### src/rtl/uart_irq_pkg.sv
package uart_irq_pkg;

  localparam int unsigned NUM_EVT = 7;
  localparam int unsigned ADDR_W  = 2;

  // cause positions inside every status word
  localparam int unsigned EV_RX_LVL   = 0;
  localparam int unsigned EV_TX_LVL   = 1;
  localparam int unsigned EV_RX_TMO   = 2;
  localparam int unsigned EV_FRAME    = 3;
  localparam int unsigned EV_PARITY   = 4;
  localparam int unsigned EV_BREAK    = 5;
  localparam int unsigned EV_OVERRUN  = 6;

  // causes that arrive as levels and are edge-detected
  localparam logic [NUM_EVT-1:0] EDGE_SRC_DEFAULT =
    (NUM_EVT'(1) << EV_RX_LVL) | (NUM_EVT'(1) << EV_TX_LVL);

  typedef enum logic [ADDR_W-1:0] {
    A_MASK   = 2'd0,
    A_RAW    = 2'd1,
    A_MASKED = 2'd2,
    A_CLEAR  = 2'd3
  } irq_addr_e;

endpackage

### src/rtl/uart_irq_cell.sv
module uart_irq_cell #(
  parameter bit EDGE_MODE = 1'b0
) (
  input  logic clk,
  input  logic rst_n,
  input  logic src_i,
  input  logic clr_i,
  output logic stat_o
);

  logic set_w;
  logic stat_q;

  generate
    if (EDGE_MODE) begin : g_edge
      logic prev_q;
      always_ff @(posedge clk or negedge rst_n) begin
        if (!rst_n) prev_q <= 1'b0;
        else        prev_q <= src_i;
      end
      assign set_w = src_i & ~prev_q;

      // a fresh rising level always lands in status
      a_r3_rise_sets: assert property (@(posedge clk) disable iff (!rst_n)
        $rose(src_i) |=> stat_o);
    end else begin : g_pulse
      assign set_w = src_i;

      // a pulse cause is captured at its edge
      a_r2_pulse_sets: assert property (@(posedge clk) disable iff (!rst_n)
        src_i |=> stat_o);
    end
  endgenerate

  // set has priority over clear
  always_ff @(posedge clk or negedge rst_n) begin
    if (!rst_n)     stat_q <= 1'b0;
    else if (set_w) stat_q <= 1'b1;
    else if (clr_i) stat_q <= 1'b0;
  end

  assign stat_o = stat_q;

  // clear without a set empties the bit
  a_r8_clear_empties: assert property (@(posedge clk) disable iff (!rst_n)
    (clr_i && !set_w) |=> !stat_o);

  // a set and a clear together leave the bit set
  a_r9_set_wins: assert property (@(posedge clk) disable iff (!rst_n)
    (clr_i && set_w) |=> stat_o);

  // without set or clear the bit holds
  a_r2_bit_holds: assert property (@(posedge clk) disable iff (!rst_n)
    (!set_w && !clr_i) |=> $stable(stat_o));

endmodule

### src/rtl/uart_irq_regs.sv
module uart_irq_regs
  import uart_irq_pkg::*;
#(
  parameter int unsigned N = NUM_EVT
) (
  input  logic              clk,
  input  logic              rst_n,
  input  logic              wr_en,
  input  logic [ADDR_W-1:0] wr_addr,
  input  logic [N-1:0]      wr_data,
  input  logic [ADDR_W-1:0] rd_addr,
  input  logic [N-1:0]      raw_i,
  output logic [N-1:0]      mask_o,
  output logic [N-1:0]      clr_o,
  output logic [N-1:0]      rd_data
);

  irq_addr_e wsel, rsel;
  logic [N-1:0] mask_q;

  assign wsel = irq_addr_e'(wr_addr);
  assign rsel = irq_addr_e'(rd_addr);

  always_ff @(posedge clk or negedge rst_n) begin
    if (!rst_n)                       mask_q <= '0;
    else if (wr_en && wsel == A_MASK) mask_q <= wr_data;
  end

  assign mask_o = mask_q;
  assign clr_o  = (wr_en && wsel == A_CLEAR) ? wr_data : '0;

  always_comb begin
    unique case (rsel)
      A_MASK:   rd_data = mask_q;
      A_RAW:    rd_data = raw_i;
      A_MASKED: rd_data = raw_i & mask_q;
      default:  rd_data = '0;
    endcase
  end

  // a mask write lands on the next cycle
  a_r4_mask_load: assert property (@(posedge clk) disable iff (!rst_n)
    (wr_en && wr_addr == A_MASK) |=> (mask_o == $past(wr_data)));

  // writes to the status addresses leave the mask alone
  a_r10_ro_mask: assert property (@(posedge clk) disable iff (!rst_n)
    (wr_en && (wr_addr == A_RAW || wr_addr == A_MASKED)) |=> $stable(mask_o));

  // only the clear address produces clear strobes
  a_r8_clear_addr: assert property (@(posedge clk) disable iff (!rst_n)
    (clr_o != '0) |-> (wr_en && wr_addr == A_CLEAR));

endmodule

### src/rtl/uart_irq_ctrl.sv
module uart_irq_ctrl
  import uart_irq_pkg::*;
#(
  parameter int unsigned       N        = NUM_EVT,
  parameter logic [N-1:0]      EDGE_SRC = EDGE_SRC_DEFAULT
) (
  input  logic              clk,
  input  logic              rst_n,
  input  logic [N-1:0]      evt_i,
  input  logic              wr_en,
  input  logic [ADDR_W-1:0] wr_addr,
  input  logic [N-1:0]      wr_data,
  input  logic [ADDR_W-1:0] rd_addr,
  output logic [N-1:0]      rd_data,
  output logic              irq_o
);

  logic [N-1:0] raw_w;
  logic [N-1:0] mask_w;
  logic [N-1:0] clr_w;

  uart_irq_regs #(.N(N)) u_regs (
    .clk     (clk),
    .rst_n   (rst_n),
    .wr_en   (wr_en),
    .wr_addr (wr_addr),
    .wr_data (wr_data),
    .rd_addr (rd_addr),
    .raw_i   (raw_w),
    .mask_o  (mask_w),
    .clr_o   (clr_w),
    .rd_data (rd_data)
  );

  generate
    for (genvar i = 0; i < N; i++) begin : g_cell
      uart_irq_cell #(.EDGE_MODE(EDGE_SRC[i])) u_cell (
        .clk    (clk),
        .rst_n  (rst_n),
        .src_i  (evt_i[i]),
        .clr_i  (clr_w[i]),
        .stat_o (raw_w[i])
      );
    end
  endgenerate

  assign irq_o = |(raw_w & mask_w);

  // no request while every cause is disabled
  a_r7_mask_gates: assert property (@(posedge clk) disable iff (!rst_n)
    (mask_w == '0) |-> !irq_o);

  // a request always has a pending cause behind it
  a_r7_needs_raw: assert property (@(posedge clk) disable iff (!rst_n)
    irq_o |-> (raw_w != '0));

  // a write to a status address cannot clear anything
  a_r10_ro_raw: assert property (@(posedge clk) disable iff (!rst_n)
    (wr_en && (wr_addr == A_RAW || wr_addr == A_MASKED)) |=> ((raw_w & $past(raw_w)) == $past(raw_w)));

endmodule

### config.mk
export PLATFORM = sky130hd
export DESIGN_NAME = uart_irq_ctrl
export DESIGN_NICKNAME = d
export VERILOG_FILES = /design/src/rtl/uart_irq_pkg.sv /design/src/rtl/uart_irq_cell.sv /design/src/rtl/uart_irq_regs.sv /design/src/rtl/uart_irq_ctrl.sv
export SDC_FILE = /design/constraint.sdc
export NUM_CORES = 1
export LEC_CHECK = 0
export ABC_AREA = 1
export BUFFER_PORTS_ARGS = -buffer_cell sky130_fd_sc_hd__buf_2
export CORE_UTILIZATION = 25
export CTS_CLUSTER_DIAMETER = 150
export DETAILED_ROUTE_END_ITERATION = 6
export MAX_ROUTING_LAYER = met4
export SYNTH_ARGS = -nofsm -noshare
export SYNTH_HDL_FRONTEND = slang
export SYNTH_SLANG_ARGS = --single-unit
### constraint.sdc
create_clock -name clk -period 1.1 [get_ports clk]
set_input_delay 0.22 -clock clk [delete_from_list [all_inputs] [get_ports clk]]
set_output_delay 0.22 -clock clk [all_outputs]
set_load 0.1 [all_outputs]
# After elaboration in Yosys (flattened, before gate mapping)
# Cells that the tools add are included.
# totals
rom_bits,0
elab_cells,46
mem_bits_rw,0
latchBits,0
memories,0
inputBits,21
regBits,16
output_inout_bits,8
# classes
bitwise,5
mux,16
n_mul,0
addsub,0
shift,0
n_lt_le_gt_ge,0
n_eq_ne,3
div_mod_pow,0
reduce_logical,12
# ops
op,n
one-hot mux 7 bit (3 select lines),1
2-to-1 mux 1 bit,14
nonzero test 2 bit,7
AND 7 bit,1
2-to-1 mux 7 bit,1
OR reduction 7 bit,1
equality test 2 bit (second input constant),2
logical NOT 2 bit,2
AND 1 bit,2
equality test 2 x 1 -> 1 bit (second input constant),1
logical AND 1 bit,2
inverter 1 bit,2

# Depth between registers and ports, before layout
# depth
word_depth,5
mapped_depth,5
depth_no_buf,5

# By module
# Synthesis repeated with hierarchy kept, for this count alone.
# unflattened
hier_cells,145
hier_area_um2,920.9
# modules_own_cells
module,n_inst,area_each_um2,cells_each,seq_area_each_um2
uart_irq_regs,1,530.5,92,175.2
uart_irq_cell at g_cell[2].u_cell ...,5,40.0,5,25.0
uart_irq_cell at g_cell[0].u_cell ...,2,68.8,7,50.0
uart_irq_ctrl,1,52.6,14,0.0

# Least setup slack after synthesis
# OpenSTA, ideal clock, no wires.
# synth_timing
path_type,input to output
start,in rd_addr[1]
end,out rd_data[0]
n_path_buf,1
required_time_ns,0.880
slack_ns,-0.363
path_stages,5
arrival_ns,1.243
path_cell_list,or2_1 > buf_6 > nand2_1 > nand2_1 > inv_1
# synth_via
elab_chain_len,2
# synth_rtl
element,line,source
from (decl),uart_irq_ctrl.sv:13,"input logic [ADDR_W-1:0] rd_addr,"
"equality test 2 bit, or another cell as far along",uart_irq_regs.sv:33,unique case (rsel)
one-hot mux 7 bit (3 select lines) *,uart_irq_regs.sv:33,
to (decl),uart_irq_ctrl.sv:14,"output logic [N-1:0] rd_data,"
# Every way passes the cells marked *; elsewhere a longest branch is shown, timed or not.

# Worst setup path in the final report
# layout_timing
start,reg g_cell[1].u_cell.stat_q
end,out rd_data[1]
# layout_via
elab_chain_len,2
# layout_rtl
element,line,source
from (decl),uart_irq_cell.sv:12,logic stat_q;
from (signal assigned),uart_irq_cell.sv:37,if (!rst_n) stat_q <= 1'b0;
from (signal assigned),uart_irq_cell.sv:38,else if (set_w) stat_q <= 1'b1;
from (signal assigned),uart_irq_cell.sv:39,else if (clr_i) stat_q <= 1'b0;
AND 7 bit,uart_irq_regs.sv:36,A_MASKED: rd_data = raw_i & mask_q;
one-hot mux 7 bit (3 select lines) *,uart_irq_regs.sv:33,
# Marks and branches as above.

==> flow_metrics.py <==
metrics = {
    "status": {
        "status": "complete, but fails checks",
        "violations": "negative setup slack",
    },
    "sta": {
        "worst_slack_ns": -0.354,
        "max_freq_mhz": 688,
        "rsz0062_at_grt": "true",
        "skew_ns": 0.0000735,
        "finalSetupViolations": 8,
        "hold_violations": 0,
        "worst_pin_slew_ns": 0.359,
        "min_period_ns": 1.45,
        "report.final.slew_viol_count": 0,
        "slew_headroom_pct": 76.1,
        "fin_crit_sh_pct": 132,
    },
    "drt": {
        "via_per_inst": 3.98,
        "drc": 0,
        "routed_wirelength_mm": 2.04,
        "drt-initial-drc-count": 14,
        "vias": 880,
        "wire_per_inst_um": 9.23,
        "ant_nets": 0,
        "dr.pass1.iters": 4,
    },
    "synth": {
        "yosys_warnings": 0,
        "synthArstFlopShare_pct": 100,
        "synth-edff-count": 0,
        "avgSynthCellArea_um2": 6.81,
        "yosysSeqAreaShare_pct": 44.2,
        "netlist_top_cells_area": "dfrtp_1 44%, nand2_1 23%, inv_1 12%, nand4_1 9.7%, o21ai_0 3.9%",
        "yosysTopAreaCell": "dfrtp_1",
        "synth.most_common_cell": "nand2_1",
        "synth_top_cell_area_share_pct": 44.2,
        "ys_top_cells_by_count": "56 x nand2_1, 30 x inv_1, 16 x dfrtp_1, 14 x nand4_1, 7 x o21ai_0",
        "netlist_area_um2": 906,
        "synth_cells": 133,
        "ys.flop_type": "dfrtp_1",
        "syn_nets": 154,
        "ys_ff_latch": 16,
        "ys_types": 12,
    },
    "clock_tree": {
        "clock_latency_ns": 0.28,
        "clk_transition_reported_paths_ns": 0.09,
        "clock-sinks": 16,
        "cts_tree": "done",
        "htreeDepth": 1,
        "clock_path_buffers": 2,
        "cts-root-buf": "clkbuf_4",
        "cts_made_buffers": 3,
    },
    "die": {
        "core_area_um2": 3420,
        "design.die.area_um2": 3870,
        "die_w_um": 62.2,
        "fp.dieH_um": 62.2,
        "start_util_pct": 26.5,
        "ios": 29,
        "row_count": 21,
    },
    "global_routing": {
        "grt-ovfl-total": 0,
        "grt_pass1_vias": 768,
        "antenna_found_initial": 0,
        "grt_max_degree": 17,
        "grt_pass1_wl_mm": 3.28,
        "grt_usage_pct": 11.0,
    },
    "final_layout": {
        "stdcell_count": 221,
        "area_growth_pct": 57.6,
        "nets": 198,
        "diodes": 0,
        "drive_gt1_share_pct": 42.9,
        "fin_util_pct": 41.8,
    },
    "placement": {
        "numPlacedInstances": 212,
        "hpwl_mm": 1.65,
        "port_buffers": 28,
        "gp_congestion": 0.789,
    },
    "pwr": {
        "power_leakage_nw": 0.763,
        "powerDensity_nw_per_um2": 1280,
        "irDropWorstVdd_mv": 0.650,
    },
    "setup_path": {
        "path_cells": "buf_6, inv_2, nand2_1, nand2_2, clkinvlp_4, buf_12",
        "crit_fanout": 2,
        "critPathKind": "reg2out",
        "critPathMaxStageDelay_ns": 0.41,
        "cp-start-kind": "register",
        "crit_arrival_ns": 1.23,
        "slowest_stage": "dfrtp_1",
        "end_kind": "output port",
        "crit_required_ns": 0.88,
    },
    "flow_run": {
        "cap_viol_max_count": 0,
    },
    "min_path": {
        "min-delay-path-class": "in2reg",
    },
}
[power breakdown]
part	internal, mW	switching [mW]	leakage [nW]
Combinational	0.315	0.517	0.573
Clock	0.127	0.176	0.0138
Sequential	0.646	0.0434	0.176
[path summary, 6_finish.rpt]
check | startpoint | slack [ns] | cells after the start | end
max | g_cell[1].u_cell.stat_o$_DFFE_PN0P_ | -0.35 | 6 | rd_data[1]
min | evt_i[1] | 0.06 | 1 | g_cell[1].u_cell.g_edge.prev_q$_DFF_PN0_
max reg2reg | g_cell[5].u_cell.stat_o$_DFFE_PN0P_ | 0.25 | 4 | g_cell[5].u_cell.stat_o$_DFFE_PN0P_
min reg2reg | g_cell[0].u_cell.g_edge.prev_q$_DFF_PN0_ | 0.48 | 3 | g_cell[0].u_cell.stat_o$_DFFE_PN0P_
max in group asynchronous | rst_n | 0.46 | 2 | u_regs.mask_o[3]$_DFFE_PN0P_
min in group asynchronous | rst_n | 0.38 | 2 | g_cell[0].u_cell.stat_o$_DFFE_PN0P_
[logic make-up after synthesis]
family	share of synthesized area [%]
compound gates	3.87
buf+inv	16.4
flops	44.2
simple gates	35.5
[per-layer routing]
| metal | up-vias | part of all wire [%] | global-route usage (%) | wire length [µm] |
|---|---|---|---|---|
| met4 | 0 | 0.78 | 3.49 | 16 |
| li1 | 490 | - | - | - |
| met5 | - | 0 | - | 0 |
| met3 | 2 | 5.2 | 2.21 | 107 |
| met1 | 362 | 46 | 13.4 | 935 |
| met2 | 26 | 48 | 18.1 | 979 |
[what timing repair did]
action | 4_1_cts | 5_1_grt
hold endpoints to repair | 16 | 0
setup buffers | 5 | 0
pin swaps | 1 | 3
hold buffers | 1 | 0
gates resized for setup | 22 | 4
setup endpoints to repair | 8 | 8
[registers in the layout, indices dropped and copies added (netlist names)]
signal and cells:
u_regs.mask_o 7, g_cell.u_cell.g_edge.prev_q 2, g_cell.u_cell.stat_o 7
[worst max-delay path: cells and delay by family (launching register included)]
family / cells / cell delay, ns
buffers and inverters: 4 / 0.41
DFF: 1 / 0.41
and+or+nand+nor: 2 / 0.14
[through the flow]
step	setup TNS [ns]	hold slack, ns	setup WS [ns]	instance area (µm²)	total power [mW]
6_report	-2.75	0.0597	-0.354	1430	1.82
4_1_cts	-2.85	0.0532	-0.364	1410	1.82
3_3_place_gp	-1.34	0.154	-0.175	1300	1.46
5_1_grt	-3.28	0.0530	-0.425	1430	1.91
3_5_place_dp	-1.45	0.157	-0.188	1300	1.47
2_1_floorplan	-0.937	-0.0756	-0.134	957	1.19
[area by class of cell]
cell class / instances / area [µm²]
clock buffer: 3 / 22.5
fill: 369 / 1990
sequential: 16 / 400
multi-input combinational: 81 / 399
inverter: 32 / 146
timing repair buffer: 43 / 402
tap: 46 / 57.6
[cells in the final DEF (no fill, tap or decap)]
cell type / synthesis / routed
buf_12: 0 / 8
nor2_4: 0 / 1
nor2_2: 0 / 1
buf_6: 1 / 7
inv_2: 2 / 9
dfrtp_1: 16 / 16
or2_1: 1 / 1
clkinvlp_4: 0 / 7
inv_1: 30 / 16
o21ai_0: 7 / 5
nand2_4: 0 / 1
dlygate4sd3_1: 0 / 1
buf_4: 1 / 7
nand3_2: 1 / 1
o21ai_1: 0 / 2
buf_2: 2 / 20
nand4_1: 14 / 14
nand2_2: 0 / 10
clkbuf_4: 0 / 3
nand2_1: 56 / 45
(Power assumes the default switching activity.)
